`src/rtl/i2cm_pkg.sv`:
```
package i2cm_pkg;
  localparam int WORD_W = 10;
  localparam int BYTE_W = 8;
  localparam int F_START = 8;
  localparam int F_STOP  = 9;

  typedef enum logic [3:0] {
    S_IDLE, S_START, S_BIT_LO, S_BIT_HI, S_HELD,
    S_RS_LO, S_RS_HI, S_SP_LO, S_SP_HI, S_SP_REL
  } eng_st_t;
endpackage

```
`src/rtl/i2cm_fifo.sv`:
```
module i2cm_fifo #(
  parameter int W     = 8,
  parameter int DEPTH = 4
) (
  input  logic         clk,
  input  logic         rst_n,
  input  logic         push,
  input  logic [W-1:0] din,
  output logic         full,
  input  logic         pop,
  output logic [W-1:0] dout,
  output logic         empty
);
  localparam int AW = (DEPTH > 1) ? $clog2(DEPTH) : 1;
  localparam int CW = $clog2(DEPTH + 1);
  localparam logic [AW-1:0] LAST = AW'(DEPTH - 1);

  logic [W-1:0]  mem [DEPTH];
  logic [AW-1:0] wp_q, rp_q, wp_n, rp_n;
  logic [CW-1:0] cnt_q, cnt_n;
  logic          do_push, do_pop;

  assign full    = (cnt_q == CW'(DEPTH));
  assign empty   = (cnt_q == '0);
  assign do_push = push && !full;
  assign do_pop  = pop && !empty;
  assign dout    = mem[rp_q];

  always_comb begin
    wp_n  = wp_q;
    rp_n  = rp_q;
    cnt_n = cnt_q;
    if (do_push) wp_n = (wp_q == LAST) ? '0 : wp_q + 1'b1;
    if (do_pop)  rp_n = (rp_q == LAST) ? '0 : rp_q + 1'b1;
    if (do_push && !do_pop) cnt_n = cnt_q + 1'b1;
    else if (do_pop && !do_push) cnt_n = cnt_q - 1'b1;
  end

  always_ff @(posedge clk or negedge rst_n) begin
    if (!rst_n) begin
      wp_q  <= '0;
      rp_q  <= '0;
      cnt_q <= '0;
    end else begin
      wp_q  <= wp_n;
      rp_q  <= rp_n;
      cnt_q <= cnt_n;
    end
  end

  always_ff @(posedge clk) begin
    if (do_push) mem[wp_q] <= din;
  end

  // a push into a full queue leaves the occupancy unchanged
  a_r10_full_drop: assert property (@(posedge clk) disable iff (!rst_n)
    (push && full && !pop) |=> $stable(cnt_q));
endmodule

```
`src/rtl/i2cm_engine.sv`:
```
module i2cm_engine
  import i2cm_pkg::*;
#(
  parameter int CNT_W = 10
) (
  input  logic              clk,
  input  logic              rst_n,
  input  logic [CNT_W-1:0]  hi_cnt,
  input  logic [CNT_W-1:0]  lo_cnt,
  input  logic [WORD_W-1:0] word,
  input  logic              word_avail,
  output logic              word_pop,
  output logic [BYTE_W-1:0] rx_data,
  output logic              rx_we,
  input  logic              scl_i,
  input  logic              sda_i,
  output logic              scl_oe,
  output logic              sda_oe,
  input  logic              flag_clr,
  output logic              bus_active,
  output logic              need_data,
  output logic              nack_flag,
  output logic              arb_flag,
  output logic              done_flag
);
  localparam logic [3:0] ACK_BIT = 4'd8;

  eng_st_t           st_q, st_n;
  logic [CNT_W-1:0]  cnt_q, cnt_n;
  logic [BYTE_W-1:0] sh_q, sh_n;
  logic [3:0]        bit_q, bit_n;
  logic              rd_mode_q, rd_mode_n, byte_rd_q, byte_rd_n;
  logic              stop_q, stop_n, halt_q, halt_n, busy_q, busy_n;
  logic              scl_q, scl_n, sda_q, sda_n;
  logic              nack_q, nack_n, arb_q, arb_n, done_q, done_n;
  logic              tick_lo, tick_hi, mid, drive_bit, nack_now;

  assign tick_lo = (cnt_q == lo_cnt);
  assign tick_hi = (cnt_q == hi_cnt);
  assign mid     = (cnt_q == (hi_cnt >> 1));
  assign drive_bit = (bit_q < ACK_BIT) ? (!byte_rd_q && !sh_q[7])
                                       : (byte_rd_q && !stop_q);
  assign nack_now  = mid && (bit_q == ACK_BIT) && !byte_rd_q && sda_i;

  always_comb begin
    st_n = st_q;  cnt_n = cnt_q + 1'b1;  sh_n = sh_q;  bit_n = bit_q;
    rd_mode_n = rd_mode_q;  byte_rd_n = byte_rd_q;  stop_n = stop_q;
    halt_n = halt_q;  busy_n = busy_q;  scl_n = scl_q;  sda_n = sda_q;
    nack_n = nack_q && !flag_clr;
    arb_n  = arb_q && !flag_clr;
    done_n = done_q && !flag_clr;
    word_pop = 1'b0;
    rx_we    = 1'b0;
    case (st_q)
      S_IDLE: begin
        scl_n = 1'b0;  sda_n = 1'b0;  cnt_n = '0;
        if (word_avail) begin
          word_pop = 1'b1;
          if (word[F_START]) begin
            sh_n = word[7:0];  rd_mode_n = word[0];  byte_rd_n = 1'b0;
            stop_n = word[F_STOP];  halt_n = 1'b0;  busy_n = 1'b1;
            sda_n = 1'b1;  st_n = S_START;
          end
        end
      end
      S_START: if (tick_hi) begin
        cnt_n = '0;  scl_n = 1'b1;  bit_n = '0;  st_n = S_BIT_LO;
      end
      S_BIT_LO: begin
        if (cnt_q == '0) sda_n = drive_bit;
        if (tick_lo) begin
          cnt_n = '0;  scl_n = 1'b0;  st_n = S_BIT_HI;
        end
      end
      S_BIT_HI: begin
        if (!scl_i) cnt_n = cnt_q;
        else if (mid && bit_q < ACK_BIT && !byte_rd_q && !sda_q && !sda_i) begin
          arb_n = 1'b1;  busy_n = 1'b0;  scl_n = 1'b0;  sda_n = 1'b0;
          cnt_n = '0;  st_n = S_IDLE;
        end else begin
          if (mid && bit_q < ACK_BIT) sh_n = {sh_q[6:0], sda_i};
          if (mid && bit_q == ACK_BIT && byte_rd_q) rx_we = 1'b1;
          if (nack_now) begin
            nack_n = 1'b1;  halt_n = 1'b1;
          end
          if (tick_hi) begin
            cnt_n = '0;  scl_n = 1'b1;
            if (bit_q != ACK_BIT) begin
              bit_n = bit_q + 1'b1;  st_n = S_BIT_LO;
            end else if (halt_q || nack_now || !stop_q) st_n = S_HELD;
            else st_n = S_SP_LO;
          end
        end
      end
      S_HELD: begin
        cnt_n = '0;
        if (word_avail) begin
          word_pop = 1'b1;
          if (halt_q) begin
            if (word[F_STOP]) begin
              halt_n = 1'b0;  st_n = S_SP_LO;
            end
          end else if (word[F_START]) begin
            sh_n = word[7:0];  rd_mode_n = word[0];  byte_rd_n = 1'b0;
            stop_n = word[F_STOP];  st_n = S_RS_LO;
          end else begin
            sh_n = word[7:0];  byte_rd_n = rd_mode_q;  stop_n = word[F_STOP];
            bit_n = '0;  st_n = S_BIT_LO;
          end
        end
      end
      S_RS_LO: begin
        if (cnt_q == '0) sda_n = 1'b0;
        if (tick_lo) begin
          cnt_n = '0;  scl_n = 1'b0;  st_n = S_RS_HI;
        end
      end
      S_RS_HI: begin
        if (!scl_i) cnt_n = cnt_q;
        else if (tick_hi) begin
          cnt_n = '0;  sda_n = 1'b1;  st_n = S_START;
        end
      end
      S_SP_LO: begin
        if (cnt_q == '0) sda_n = 1'b1;
        if (tick_lo) begin
          cnt_n = '0;  scl_n = 1'b0;  st_n = S_SP_HI;
        end
      end
      S_SP_HI: begin
        if (!scl_i) cnt_n = cnt_q;
        else if (tick_hi) begin
          cnt_n = '0;  sda_n = 1'b0;  st_n = S_SP_REL;
        end
      end
      S_SP_REL: if (tick_hi) begin
        cnt_n = '0;  busy_n = 1'b0;  done_n = 1'b1;  st_n = S_IDLE;
      end
      default: st_n = S_IDLE;
    endcase
  end

  always_ff @(posedge clk or negedge rst_n) begin
    if (!rst_n) begin
      st_q <= S_IDLE;  cnt_q <= '0;  sh_q <= '0;  bit_q <= '0;
      rd_mode_q <= 1'b0;  byte_rd_q <= 1'b0;  stop_q <= 1'b0;
      halt_q <= 1'b0;  busy_q <= 1'b0;  scl_q <= 1'b0;  sda_q <= 1'b0;
      nack_q <= 1'b0;  arb_q <= 1'b0;  done_q <= 1'b0;
    end else begin
      st_q <= st_n;  cnt_q <= cnt_n;  sh_q <= sh_n;  bit_q <= bit_n;
      rd_mode_q <= rd_mode_n;  byte_rd_q <= byte_rd_n;  stop_q <= stop_n;
      halt_q <= halt_n;  busy_q <= busy_n;  scl_q <= scl_n;  sda_q <= sda_n;
      nack_q <= nack_n;  arb_q <= arb_n;  done_q <= done_n;
    end
  end

  assign scl_oe     = scl_q;
  assign sda_oe     = sda_q;
  assign rx_data    = sh_q;
  assign bus_active = busy_q;
  assign need_data  = (st_q == S_HELD) && !word_avail;
  assign nack_flag  = nack_q;
  assign arb_flag   = arb_q;
  assign done_flag  = done_q;

  // SDA drive holds steady across a whole bit high phase
  a_r11_sda_steady_high: assert property (@(posedge clk) disable iff (!rst_n)
    (st_q == S_BIT_HI && $past(st_q) == S_BIT_HI) |-> $stable(sda_q));
  // waiting for a word always keeps SCL pulled low
  a_r8_need_scl_low: assert property (@(posedge clk) disable iff (!rst_n)
    need_data |-> scl_oe);
  // losing the bus leaves both lines released
  a_r6_release_at_end: assert property (@(posedge clk) disable iff (!rst_n)
    $fell(busy_q) |-> (!scl_q && !sda_q));
  // a halted engine keeps the clock line low
  a_r4_halt_scl_low: assert property (@(posedge clk) disable iff (!rst_n)
    (halt_q && st_q == S_HELD) |-> scl_q);
  // arbitration loss releases both lines in the same cycle
  a_r5_arb_release: assert property (@(posedge clk) disable iff (!rst_n)
    $rose(arb_q) |-> (!scl_q && !sda_q && !busy_q));
endmodule

```
`src/rtl/i2c_cmd_master.sv`:
```
module i2c_cmd_master
  import i2cm_pkg::*;
#(
  parameter int CNT_W      = 10,
  parameter int TX_DEPTH   = 4,
  parameter int RX_DEPTH   = 4
) (
  input  logic              clk,
  input  logic              rst_n,
  input  logic [WORD_W-1:0] cmd_word,
  input  logic              cmd_push,
  output logic              cmd_full,
  input  logic              rx_pop,
  output logic [BYTE_W-1:0] rx_byte,
  output logic              rx_avail,
  input  logic [CNT_W-1:0]  scl_hi_cnt,
  input  logic [CNT_W-1:0]  scl_lo_cnt,
  input  logic              flag_clr,
  input  logic              scl_i,
  input  logic              sda_i,
  output logic              scl_oe,
  output logic              sda_oe,
  output logic              bus_active,
  output logic              need_data,
  output logic              nack_flag,
  output logic              arb_flag,
  output logic              done_flag
);
  logic [WORD_W-1:0] tx_head;
  logic [BYTE_W-1:0] eng_rx;
  logic              tx_empty, tx_pop, rx_we, rx_full, rx_empty;

  i2cm_fifo #(.W(WORD_W), .DEPTH(TX_DEPTH)) u_txq (
    .clk(clk), .rst_n(rst_n), .push(cmd_push), .din(cmd_word), .full(cmd_full),
    .pop(tx_pop), .dout(tx_head), .empty(tx_empty));

  i2cm_fifo #(.W(BYTE_W), .DEPTH(RX_DEPTH)) u_rxq (
    .clk(clk), .rst_n(rst_n), .push(rx_we), .din(eng_rx), .full(rx_full),
    .pop(rx_pop), .dout(rx_byte), .empty(rx_empty));

  i2cm_engine #(.CNT_W(CNT_W)) u_eng (
    .clk(clk), .rst_n(rst_n), .hi_cnt(scl_hi_cnt), .lo_cnt(scl_lo_cnt),
    .word(tx_head), .word_avail(!tx_empty), .word_pop(tx_pop),
    .rx_data(eng_rx), .rx_we(rx_we), .scl_i(scl_i), .sda_i(sda_i),
    .scl_oe(scl_oe), .sda_oe(sda_oe), .flag_clr(flag_clr),
    .bus_active(bus_active), .need_data(need_data), .nack_flag(nack_flag),
    .arb_flag(arb_flag), .done_flag(done_flag));

  assign rx_avail = !rx_empty;

  // a received byte arriving at a full queue is not stored
  a_r10_rx_drop_kept_full: assert property (@(posedge clk) disable iff (!rst_n)
    (rx_we && rx_full && !rx_pop) |=> !rx_empty);
endmodule

```
`config.mk`:
```
export PLATFORM = sky130hd
export DESIGN_NAME = i2c_cmd_master
export DESIGN_NICKNAME = d
export VERILOG_FILES = /design/src/rtl/i2cm_pkg.sv /design/src/rtl/i2cm_fifo.sv /design/src/rtl/i2cm_engine.sv /design/src/rtl/i2c_cmd_master.sv
export SDC_FILE = /design/constraint.sdc
export NUM_CORES = 1
export LEC_CHECK = 0
export ABC_AREA = 1
export ABC_CLOCK_PERIOD_IN_PS = 5550
export BUFFER_PORTS_ARGS = -buffer_cell sky130_fd_sc_hd__buf_2
export CORE_UTILIZATION = 55
export DETAILED_ROUTE_END_ITERATION = 10
export PLACE_DENSITY = 0.7
export SLEW_MARGIN = 20
export SYNTH_ARGS = -nofsm -noshare
export SYNTH_HDL_FRONTEND = slang
export SYNTH_SLANG_ARGS = --single-unit
```
`constraint.sdc`:
```
create_clock -name clk -period 5.55 [get_ports clk]
set_input_delay 1.11 -clock clk [delete_from_list [all_inputs] [get_ports clk]]
set_output_delay 1.11 -clock clk [all_outputs]
set_load 0.01 [all_outputs]
```
==> flow_metrics.py <==
metrics = {
    "status": {
        "outcome": "completed",
    },
    "floorplan": {
        "design.die.area_um2": 12000,
        "die_y_um": 110,
        "rows": 38,
        "boundaryPins": 54,
        "initial_core_util_pct": 57.5,
        "die_w_um": 110,
        "core_area_um2": 11100,
    },
    "finish": {
        "layout.area.seq_um2": 3410,
        "final_util_pct": 66.2,
        "final_common_cell": "nand2_1",
        "mostFrequentLayoutCells": "nand2_1 (178), nor2_1 (111), edfxtp_1 (72)",
        "drive_gt1_share_pct": 15.9,
        "nets": 845,
        "nFillCells": 905,
        "antenna_cells": 0,
        "syn_to_final_growth_pct": 15.1,
        "multi_input_area_um2": 2530,
        "layoutNonFillerInstCount": 943,
    },
    "synth": {
        "synth_top_area_share_pct": 33.9,
        "synth.area.mux_share_pct": 0.177,
        "syn_area_um2": 6370,
        "netlist_instances": 737,
        "synth_compound_area_share_pct": 8.50,
        "avgSynthCellArea_um2": 8.65,
        "synth-seq-cells": 122,
        "synth_top_area_cell": "edfxtp_1",
        "synth_top_family_by_area": "simple AND/OR/NAND/NOR gates",
        "ys_seq_area_share_pct": 53.6,
        "synthFlopType": "edfxtp_1",
        "yosysUniqueCellTypes": 39,
        "syn-num-nets": 792,
        "synth_fa_ha_area_share_pct": 3.77,
        "synth_edf_count": 72,
        "ys_warn_count": 0,
        "synth.area.top_cells": "edfxtp_1 (34%), dfrtp_1 (20%), nand2_1 (10%)",
        "synth_simple_gate_area_share_pct": 25.1,
        "synthXorXnorAreaFrac_pct": 2.20,
        "ys_async_sr_fraction_pct": 41.0,
    },
    "timing": {
        "drv_slew": 0,
        "finalSetupTns_ns": 0,
        "clock.fmax_ghz": 0.319,
        "fin_crit_ns": 3.14,
        "setup_viol": 0,
        "rsz0062_at_grt": "no",
        "hold_viol": 0,
        "worst_slack_ns": 2.41,
        "post-route-period-util_pct": 56.6,
        "fin_skew_ns": 0.0107,
        "tightest_slew_ns": 0.960,
        "slew_headroom_pct": 35.8,
    },
    "cts": {
        "cts_setup_buffers": 0,
        "cts.clk_slew.worst_paths_ns": 0.06,
        "post_cts_resized": 0,
        "insertion_delay_ns": 0.42,
        "clock_sinks": 122,
        "holdBufCountCts": 0,
        "clock_path_buffers": 2,
        "htreeDepth": 4,
        "cts_tree": "done",
        "cts_inserted_buffers": 17,
        "clockRootBuffer": "clkbuf_16",
    },
    "pwr": {
        "vdd_ir_drop_max_mv": 0.378,
        "power_switching_mw": 1.45,
        "switching_share_pct": 38.5,
        "seqPwrFrac_pct": 36.6,
        "power_mw": 3.78,
        "p_clk_share_pct": 30.1,
        "p_int_mw": 2.33,
        "power_density_nw_per_um2": 516,
        "power.leakage_nw": 3.33,
        "combPwrFrac_pct": 33.2,
    },
    "setup_path": {
        "path_class": "register to output pin",
        "r2r_start": "u_eng.st_q[3]",
        "cp_slowest_stage_delay_ns": 0.70,
        "timing.critical_path.from": "u_rxq.rp_q[0]",
        "crit_slowest_cell": "dfrtp_1",
        "end_kind": "output pin",
        "critPathArrivalTime_ns": 2.03,
        "cp_top_family": "flip-flops",
        "cp.required_ns": 4.44,
        "start_kind": "register",
        "cp_num_buf_inv": 2,
        "critPathMaxFanout": 19,
        "crit_path_cell_trace": "inv_1 > o21ai_0 > o22ai_1 > buf_2",
    },
    "routing": {
        "via_per_inst": 5.29,
        "vias": 4993,
        "antenna_left": 0,
        "drt-pass1-iter-count": 5,
        "drc": 0,
        "dr.first_iter.drc_count": 300,
        "wl_per_cell_um": 14.4,
        "postRouteWirelength_um": 13600,
    },
    "placed_design": {
        "gp_congestion": 0.924,
        "place_ws_ns": 2.16,
        "dp_cells": 911,
        "dp_hpwl_um": 9710,
        "io_buffer_count": 53,
    },
    "global_routing": {
        "grt_max_degree": 51,
        "grt_remaining_overflow": 0,
        "grt_pass1_vias": 4614,
        "track_usage_pct": 24.7,
        "antenna_found_initial": 0,
        "grt_pass1_wl_um": 22000,
    },
    "hold_path": {
        "hold_path.class": "register to register",
        "min_from": "u_eng.stop_q",
    },
    "flow_run": {
        "maxCapViolations": 0,
    },
}
## power groups by stage
stage / Clock, mW / Sequential [mW] / Combinational [mW]
finish: 1.14 / 1.39 / 1.26
global route: 1.19 / 1.41 / 1.44
CTS: 1.15 / 1.38 / 1.26
detailed placement: 0 / 1.40 / 1.25
global placement: 0 / 1.39 / 1.21
floorplan: 0 / 1.30 / 0.989
## synthesized netlist by cell type (all sizes together), types with 5 or more instances
cell type  count
nand2        188
nor2         121
inv           85
edfxtp        72
o21ai         59
dfrtp         50
nand3         47
a21oi         17
ha            16
buf           12
xnor2         11
nand4          9
a31oi          8
clkbuf         8
o22ai          8
nor3           5
xor2           5
## worst register-to-register path: stages, from the launching register on
cell and delay (ns):
dfrtp_1 0.50, nor2_2 0.23, nand2_2 0.31, inv_2 0.27
nand2_2 0.13, inv_2 0.10, nand2_2 0.11, inv_2 0.09
ha_1 0.13, inv_1 0.07, fa_1 0.38, a21oi_1 0.14
o21ai_0 0.12, xor2_1 0.15
## worst paths after layout
| check | to | slack (ns) | depth (start not counted) |
|---|---|---|---|
| worst max-delay path | rx_byte[4] | 2.41 | 4 |
| worst min-delay path | u_eng.stop_q | 0.50 | 2 |
| worst max register to register | u_rxq.cnt_q[2] | 2.69 | 13 |
| worst min register to register | u_eng.stop_q | 0.50 | 2 |
| max in group asynchronous | u_eng.rx_data[0] | 4.27 | 2 |
| min in group asynchronous | u_eng.cnt_q[3] | 0.81 | 2 |
## layer usage
metal,global-route usage (%),routed length (um),vias to the layer above
li1,-,-,2523
met1,32.6,6290,2300
met2,39.4,6350,148
met3,6.40,674,22
met4,9.33,265,0
met5,0,0,-
## sequential cells by signal, summed over array words and instances, names as in the netlist
name	flops
u_txq.mem	40
u_rxq.mem	32
u_eng.cnt_q	10
u_eng.rx_data	8
u_eng.bit_q	4
u_eng.st_q	4
u_rxq.cnt_q	3
u_txq.cnt_q	3
u_rxq.rp_q	2
u_rxq.wp_q	2
u_txq.rp_q	2
u_txq.wp_q	2
u_eng.arb_flag	1
u_eng.bus_active	1
u_eng.byte_rd_q	1
u_eng.done_flag	1
u_eng.halt_q	1
u_eng.nack_flag	1
u_eng.rd_mode_q	1
u_eng.scl_oe	1
u_eng.sda_oe	1
u_eng.stop_q	1
## logic make-up (layout without fill, tap and decap cells)
group / after synthesis / after routing
and+or+nand+nor: 376 / 376
DFF: 122 / 122
buffers and inverters: 106 / 172
AOI/OAI and AO/OA: 98 / 98
adders and majority gates: 18 / 18
xor gates and xnor gates: 16 / 16
muxes: 1 / 1
## layout make-up
class                   instances  area share [%]
clock buffers                  17            5.80
clock inverters                15            2.58
inverters                      86            4.40
multi-input cells             509            34.6
flip-flops and latches        122            46.6
well taps                     140            2.39
repair buffers                 54            3.72
## per-stage QoR
| step | cell area [um2] | hold slack [ns] |
|---|---|---|
| after global placement | 6720 | 0.471 |
| after floorplan | 6370 | 0.453 |
| after CTS | 7330 | 0.500 |
| after detailed placement | 6720 | 0.486 |
| final | 7330 | 0.501 |
| after global routing | 7330 | 0.518 |
Note: power is estimated with default switching activity, not from simulation.
